[config.mk]
export PLATFORM = sky130hd
export DESIGN_NAME = mslru_tag_store
export DESIGN_NICKNAME = d
export VERILOG_FILES = /design/src/rtl/mslru_pkg.sv /design/src/rtl/mslru_match.sv /design/src/rtl/mslru_order.sv /design/src/rtl/mslru_stats.sv /design/src/rtl/mslru_tag_store.sv
export SDC_FILE = /design/constraint.sdc
export NUM_CORES = 2
export LEC_CHECK = 0
export BUFFER_PORTS_ARGS = -buffer_cell sky130_fd_sc_hd__buf_2
export CAP_MARGIN = 5
export CORE_ASPECT_RATIO = 1.75
export CORE_MARGIN = 8
export CORE_UTILIZATION = 68
export CTS_BUF_LIST = sky130_fd_sc_hd__clkbuf_8
export DETAILED_ROUTE_END_ITERATION = 12
export MAX_ROUTING_LAYER = met4
export PLACE_DENSITY = 0.95
export SLEW_MARGIN = 10
export SYNTH_ARGS = -nofsm -noshare
export SYNTH_HDL_FRONTEND = slang
export SYNTH_SLANG_ARGS = --single-unit
export TNS_END_PERCENT = 1
[constraint.sdc]
create_clock -name clk -period 24.5 [get_ports clk]
set_clock_uncertainty 0.15 [all_clocks]
set_input_delay 2.45 -clock clk [delete_from_list [all_inputs] [get_ports clk]]
set_output_delay 2.45 -clock clk [all_outputs]
set_load 0.05 [all_outputs]
[src/rtl/mslru_pkg.sv]
package mslru_pkg;
  typedef enum logic [1:0] {
    OP_NONE = 2'd0,
    OP_ACC  = 2'd1,
    OP_INS  = 2'd2,
    OP_INV  = 2'd3
  } op_e;
endpackage

[src/rtl/mslru_match.sv]
// Parallel tag compare across all entries; lowest matching index wins.
module mslru_match #(
  parameter int N     = 16,
  parameter int TAG_W = 28,
  localparam int IDX_W = $clog2(N)
) (
  input  logic [N-1:0][TAG_W-1:0] tags,
  input  logic [N-1:0]            vld,
  input  logic [TAG_W-1:0]        key,
  output logic                    hit,
  output logic [IDX_W-1:0]        idx
);
  logic [N-1:0] eq;

  for (genvar i = 0; i < N; i++) begin : g_cmp
    assign eq[i] = vld[i] && (tags[i] == key);
  end

  always_comb begin
    hit = 1'b0;
    idx = '0;
    for (int i = N - 1; i >= 0; i--) begin
      if (eq[i]) begin
        hit = 1'b1;
        idx = IDX_W'(i);
      end
    end
  end
endmodule

[src/rtl/mslru_order.sv]
// Per-entry recency position counters forming a permutation of 0..N-1.
module mslru_order #(
  parameter int N = 16,
  localparam int IDX_W = $clog2(N)
) (
  input  logic                    clk,
  input  logic                    rst_n,
  input  logic                    upd_en,
  input  logic [IDX_W-1:0]        upd_idx,
  output logic [N-1:0][IDX_W-1:0] pos,
  output logic [IDX_W-1:0]        lru_idx
);
  logic [N-1:0][IDX_W-1:0] pos_d;
  logic [IDX_W-1:0]        old_pos;

  assign old_pos = pos[upd_idx];

  always_comb begin
    pos_d = pos;
    if (upd_en) begin
      for (int i = 0; i < N; i++) begin
        if (IDX_W'(i) == upd_idx) begin
          pos_d[i] = '0;
        end else if (pos[i] < old_pos) begin
          pos_d[i] = pos[i] + 1'b1;
        end
      end
    end
  end

  always_ff @(posedge clk or negedge rst_n) begin
    if (!rst_n) begin
      for (int i = 0; i < N; i++) pos[i] <= IDX_W'(i);
    end else if (upd_en) begin
      pos <= pos_d;
    end
  end

  always_comb begin
    lru_idx = '0;
    for (int i = 0; i < N; i++) begin
      if (pos[i] == IDX_W'(N - 1)) lru_idx = IDX_W'(i);
    end
  end
endmodule

[src/rtl/mslru_stats.sv]
// Hit/miss counters per tracked size plus the full store, and a total.
module mslru_stats #(
  parameter int SIZES = 4,
  parameter int CNT_W = 16
) (
  input  logic                        clk,
  input  logic                        rst_n,
  input  logic                        en,
  input  logic                        hit,
  input  logic [SIZES-1:0]            mask,
  output logic [SIZES:0][CNT_W-1:0]   hit_cnt,
  output logic [SIZES:0][CNT_W-1:0]   miss_cnt,
  output logic [CNT_W-1:0]            acc_cnt
);
  logic [SIZES:0] res;
  assign res = {hit, mask};

  for (genvar k = 0; k <= SIZES; k++) begin : g_size
    logic [CNT_W-1:0] hit_d, miss_d;

    always_comb begin
      hit_d  = hit_cnt[k];
      miss_d = miss_cnt[k];
      if (en) begin
        if (res[k]) hit_d  = hit_cnt[k] + 1'b1;
        else        miss_d = miss_cnt[k] + 1'b1;
      end
    end

    always_ff @(posedge clk or negedge rst_n) begin
      if (!rst_n) begin
        hit_cnt[k]  <= '0;
        miss_cnt[k] <= '0;
      end else if (en) begin
        hit_cnt[k]  <= hit_d;
        miss_cnt[k] <= miss_d;
      end
    end
  end

  always_ff @(posedge clk or negedge rst_n) begin
    if (!rst_n)  acc_cnt <= '0;
    else if (en) acc_cnt <= acc_cnt + 1'b1;
  end
endmodule

[src/rtl/mslru_tag_store.sv]
module mslru_tag_store
  import mslru_pkg::*;
#(
  parameter int ADDR_W = 32,
  parameter int OFF_W  = 4,
  parameter int N      = 16,
  parameter int CNT_W  = 16,
  localparam int IDX_W = $clog2(N),
  localparam int SIZES = IDX_W,
  localparam int TAG_W = ADDR_W - OFF_W
) (
  input  logic                      clk,
  input  logic                      rst_n,
  input  logic                      acc_valid,
  input  logic [ADDR_W-1:0]         acc_addr,
  output logic                      acc_hit,
  output logic [IDX_W-1:0]          acc_idx,
  output logic [SIZES-1:0]          acc_mask,
  input  logic [ADDR_W-1:0]         prb_addr,
  output logic                      prb_hit,
  output logic [IDX_W-1:0]          prb_idx,
  input  logic                      ins_valid,
  input  logic [ADDR_W-1:0]         ins_addr,
  output logic [IDX_W-1:0]          vic_idx,
  input  logic                      inv_valid,
  input  logic [IDX_W-1:0]          inv_idx,
  output logic [SIZES:0][CNT_W-1:0] hit_cnt,
  output logic [SIZES:0][CNT_W-1:0] miss_cnt,
  output logic [CNT_W-1:0]          acc_cnt
);
  // Reset: asserted asynchronously, released after two clock edges.
  logic rst_meta_n, rst_q_n;
  always_ff @(posedge clk or negedge rst_n) begin
    if (!rst_n) {rst_q_n, rst_meta_n} <= 2'b00;
    else        {rst_q_n, rst_meta_n} <= {rst_meta_n, 1'b1};
  end

  // One operation per cycle, access first.
  op_e op;
  always_comb begin
    if (acc_valid)      op = OP_ACC;
    else if (ins_valid) op = OP_INS;
    else if (inv_valid) op = OP_INV;
    else                op = OP_NONE;
  end

  logic [N-1:0][TAG_W-1:0] tag_q;
  logic [N-1:0]            vld_q, vld_d;
  logic [N-1:0][IDX_W-1:0] pos;
  logic [IDX_W-1:0]        lru_idx, free_idx, hit_pos, upd_idx;
  logic                    any_free, upd_en;

  mslru_match #(.N(N), .TAG_W(TAG_W)) u_acc_match (
    .tags(tag_q), .vld(vld_q), .key(acc_addr[ADDR_W-1:OFF_W]),
    .hit(acc_hit), .idx(acc_idx)
  );

  mslru_match #(.N(N), .TAG_W(TAG_W)) u_prb_match (
    .tags(tag_q), .vld(vld_q), .key(prb_addr[ADDR_W-1:OFF_W]),
    .hit(prb_hit), .idx(prb_idx)
  );

  // Victim: lowest free entry first, else the least recent one.
  always_comb begin
    any_free = 1'b0;
    free_idx = '0;
    for (int i = N - 1; i >= 0; i--) begin
      if (!vld_q[i]) begin
        any_free = 1'b1;
        free_idx = IDX_W'(i);
      end
    end
  end
  assign vic_idx = any_free ? free_idx : lru_idx;

  assign upd_en  = ((op == OP_ACC) && acc_hit) || (op == OP_INS);
  assign upd_idx = (op == OP_INS) ? vic_idx : acc_idx;

  mslru_order #(.N(N)) u_order (
    .clk(clk), .rst_n(rst_q_n), .upd_en(upd_en), .upd_idx(upd_idx),
    .pos(pos), .lru_idx(lru_idx)
  );

  // Residency mask: size 2^k holds positions below 2^k.
  assign hit_pos = pos[acc_idx];
  for (genvar k = 0; k < SIZES; k++) begin : g_mask
    assign acc_mask[k] = acc_hit && ({1'b0, hit_pos} < (IDX_W + 1)'(1 << k));
  end

  // Valid bits.
  always_comb begin
    vld_d = vld_q;
    case (op)
      OP_INS:  vld_d[vic_idx] = 1'b1;
      OP_INV:  vld_d[inv_idx] = 1'b0;
      default: vld_d = vld_q;
    endcase
  end

  always_ff @(posedge clk or negedge rst_q_n) begin
    if (!rst_q_n) vld_q <= '0;
    else if ((op == OP_INS) || (op == OP_INV)) vld_q <= vld_d;
  end

  // Tag storage: no reset, written only on insert.
  always_ff @(posedge clk) begin
    if (rst_q_n && (op == OP_INS)) tag_q[vic_idx] <= ins_addr[ADDR_W-1:OFF_W];
  end

  mslru_stats #(.SIZES(SIZES), .CNT_W(CNT_W)) u_stats (
    .clk(clk), .rst_n(rst_q_n), .en(op == OP_ACC), .hit(acc_hit),
    .mask(acc_mask), .hit_cnt(hit_cnt), .miss_cnt(miss_cnt), .acc_cnt(acc_cnt)
  );

  logic unused_offsets;
  assign unused_offsets = ^{acc_addr[OFF_W-1:0], prb_addr[OFF_W-1:0],
                            ins_addr[OFF_W-1:0]};
endmodule

==> results_dict.tcl <==
set metrics [dict create \
    regArea_um2 19950 \
    viasPerCell 7.205 \
    cts_resized 0 \
    drt-total-wl_um 162200 \
    syn_to_final_growth_pct 9.289 \
    synth_seq_cells 706 \
    start_util_pct 68.74 \
    coreArea_um2 60150 \
    synth_most_common_cell "xnor2_1" \
    finalPower_mw 3.703 \
    min_period_ns 11.12 \
    p_leak_nw 17.52 \
    final_cells 4797 \
    synthFlopType "edfxtp_1" \
    async_reset_ff_share_pct 36.54 \
    insertion_delay_ns 0.79 \
    multiInputGateArea_um2 20150 \
    cts_made_buffers 96 \
    worstSetupEndpoint "acc_mask[1]" \
    setup_viol 0 \
    netlist_area_um2 41350 \
    synth.top_cell.area_share_pct 32.53 \
    gr-usage-all-layers_pct 47.33 \
    tightest_slew_ns 1.177 \
    path_clk_slew_ns 0.08 \
    cp_cell_sequence "buf_2, xnor2_1, nand4_1, nor4_1, nand3_1, o2111ai_1, a41oi_2, nor2_4, mux2i_1, mux2i_1, o2111ai_2, nand2_1, and2_1, buf_2" \
    rr_endpoint "u_order.pos[3]$_DFFE_PN0P_" \
    netlist_top_cells_count "637 x xnor2_1, 448 x edfxtp_1, 399 x xor2_1, 274 x nand4_1, 226 x dfrtp_1" \
    synth-edff-count 448 \
    ioPinCount 299 \
    place.gp.congestion 1.043 \
    ant_nets 0 \
    grt_max_degree 179 \
    period_share_pct 45.40 \
    dp.cells 4612 \
    crit_path_max_incr_delay_ns 0.91 \
    overflow 0 \
    maxCapViolations 0 \
    routed-via-count 34560 \
    dieArea_um2 69270 \
    row_count 119 \
    finalMaxSlewViolations 0 \
    r2r_start "tag_q[67]$_DFFE_PP_" \
    max_freq_mhz 89.91 \
    cts_sinks 706 \
    avgRoutedWirePerCell_um 33.82 \
    first_iter_violations 4859 \
    final_area_um2 45190 \
    grt_first_pass_wirelength_um 230700 \
    syn_nets 3833 \
    cts-root-buf "clkbuf_8" \
    rsz0062_at_grt "no" \
    place_area_um2 43150 \
    synth_area_leaders "edfxtp_1 33%, dfrtp_1 14%, xnor2_1 13%, xor2_1 8.5%, nand4_1 4.1%" \
    antenna_found_initial 7 \
    reg2reg_slack_ns 17.66 \
    post_cts_buffers 0 \
    path_max_fanout 24 \
    htreeDepth 3 \
    port_buffers 286 \
    startpoint_type "input port" \
    cp_data_required_time_ns 21.90 \
    critPathSlowestCell "nor4_1" \
    drt-pass1-iter-count 6 \
    status "finished, final reports clean" \
    clockBufferDepth 3 \
    nFillCells 3932 \
    endpoint_kind "primary output" \
    hold_class "flip-flop to async pin" \
    ff2ff_path_depth 23 \
    critPathLaunch "acc_addr[29]" \
    nets 4104 \
    drive_above_1_share_pct 16.02 \
    synthCells 3653 \
    ys_seq_area_share_pct 48.24 \
    ir_drop_mv 0.1145 \
    finalHoldViolCount 0 \
    synth_cell_type_count 93 \
    dieHeight_um 342.2 \
    hpwlAfterDp_um 101600 \
    critical_path_class "input port to primary output" \
    crit_arrival_ns 8.52 \
    max-slew-margin-rel_pct 21.56 \
    first_global_vias 34580 \
    die_x_um 202.4 \
    cts_tree "built" \
    totalNegativeSetupSlack_ns 0 \
    p_per_area_nw_per_um2 81.94 \
    drc 0 \
    synth_warnings 0 \
    postSynthAreaPerCell_um2 11.32 \
    post-route-util_pct 75.13 \
    yosys.area.top_type "edfxtp_1" \
    hold_buffers 0 \
]
-- worst min-delay path by stage --
stage          depth (start not counted)            startpoint  slack [ns]                    endpoint
3_5_place_dp                           0     rst_q_n$_DFF_PN0_        0.09  u_order.pos[5]$_DFFE_PN0P_
6_report                               0     rst_q_n$_DFF_PN0_        0.07  u_order.pos[5]$_DFFE_PN0P_
5_1_grt                                0     rst_q_n$_DFF_PN0_        0.09  u_order.pos[5]$_DFFE_PN0P_
2_1_floorplan                          0  rst_meta_n$_DFF_PN0_        0.18           rst_q_n$_DFF_PN0_
4_1_cts                                0     rst_q_n$_DFF_PN0_        0.06  u_order.pos[5]$_DFFE_PN0P_
3_3_place_gp                           0     rst_q_n$_DFF_PN0_        0.08  u_order.pos[5]$_DFFE_PN0P_
-- sequential cells by signal, indices dropped and copies added (netlist names) --
register	cells
u_stats.acc_cnt	16
rst_meta_n	1
u_stats.miss_cnt	80
vld_q	16
u_order.pos	64
rst_q_n	1
u_stats.hit_cnt	80
tag_q	448
-- kinds of logic (layout without fill, tap and decap cells) --
group / after synthesis / in the layout / synth area share, %
buf+inv: 225 / 573 / 3.174
xor+xnor: 1059 / 1059 / 22.85
simple gates: 1168 / 1168 / 15.77
flops: 706 / 706 / 48.24
fa+ha+maj: 75 / 75 / 2.269
compound gates: 341 / 341 / 5.737
mux: 78 / 78 / 1.946
other cells: 1 / 11 / 0.009069
-- final cells by class --
| type | instances | area share [%] |
|---|---|---|
| Tap cell | 786 | 2.176 |
| Clock buffer | 100 | 3.045 |
| Clock inverter | 75 | 1.429 |
| Inverter | 60 | 0.4984 |
| Antenna cell | 10 | 0.05537 |
| Timing Repair Buffer | 338 | 4.059 |
| Sequential cell | 706 | 44.15 |
| Multi-Input combinational cell | 2722 | 44.59 |
-- placed cells by master (no fill, tap or decap), drive strengths merged, types with 13 or more instances in the layout --
cell type  synthesis  routed
a211oi            15      15
a21boi            13      13
a21o              21      21
a21oi             30      30
a31oi             50      50
a32o              16      16
and2              21      21
and3              58      58
buf               93     338
clkbuf            72     100
clkinv             0      35
dfrtp            226     226
dfstp             32      32
edfxtp           448     448
ha                75      75
inv               60      83
mux2              16      16
mux2i             62      62
nand2            177     177
nand2b            40      40
nand3            138     138
nand4            275     275
nor2             147     147
nor2b             17      17
nor3              71      71
nor3b             14      14
nor4             141     141
o211ai            13      13
o21ai            123     123
or2               18      18
xnor2            660     660
xor2             399     399
-- metal layers --
metal  routed length (um)  global-route usage, %  up-vias
met5                    0                      -        -
met4                18480                  41.04        0
met3                23010                  12.99     1158
met2                72930                  72.35     3246
met1                47820                  50.30    16360
li1                     -                      -    13800
-- critical path, delay by kind of cell --
kind / cells / cell delay, ns
simple gates: 6 / 2.99
buf+inv: 2 / 1.22
mux: 2 / 0.82
compound gates: 3 / 0.76
xor+xnor: 1 / 0.25
-- power by group --
part,switching [mW],internal (mW)
sequential,0.187,1.40
clock,0.491,0.492
combinational,0.759,0.377
total,1.44,2.27
-- through the flow --
| stage | hold WS (ns) | setup WS [ns] |
|---|---|---|
| floorplan | 0.1812 | 15.75 |
| global placement | 0.08070 | 14.54 |
| detailed placement | 0.08659 | 14.46 |
| CTS | 0.06484 | 14.45 |
| global route | 0.08771 | 13.33 |
| finish | 0.06558 | 13.38 |
No activity file was read; power rests on OpenSTA's default activity.
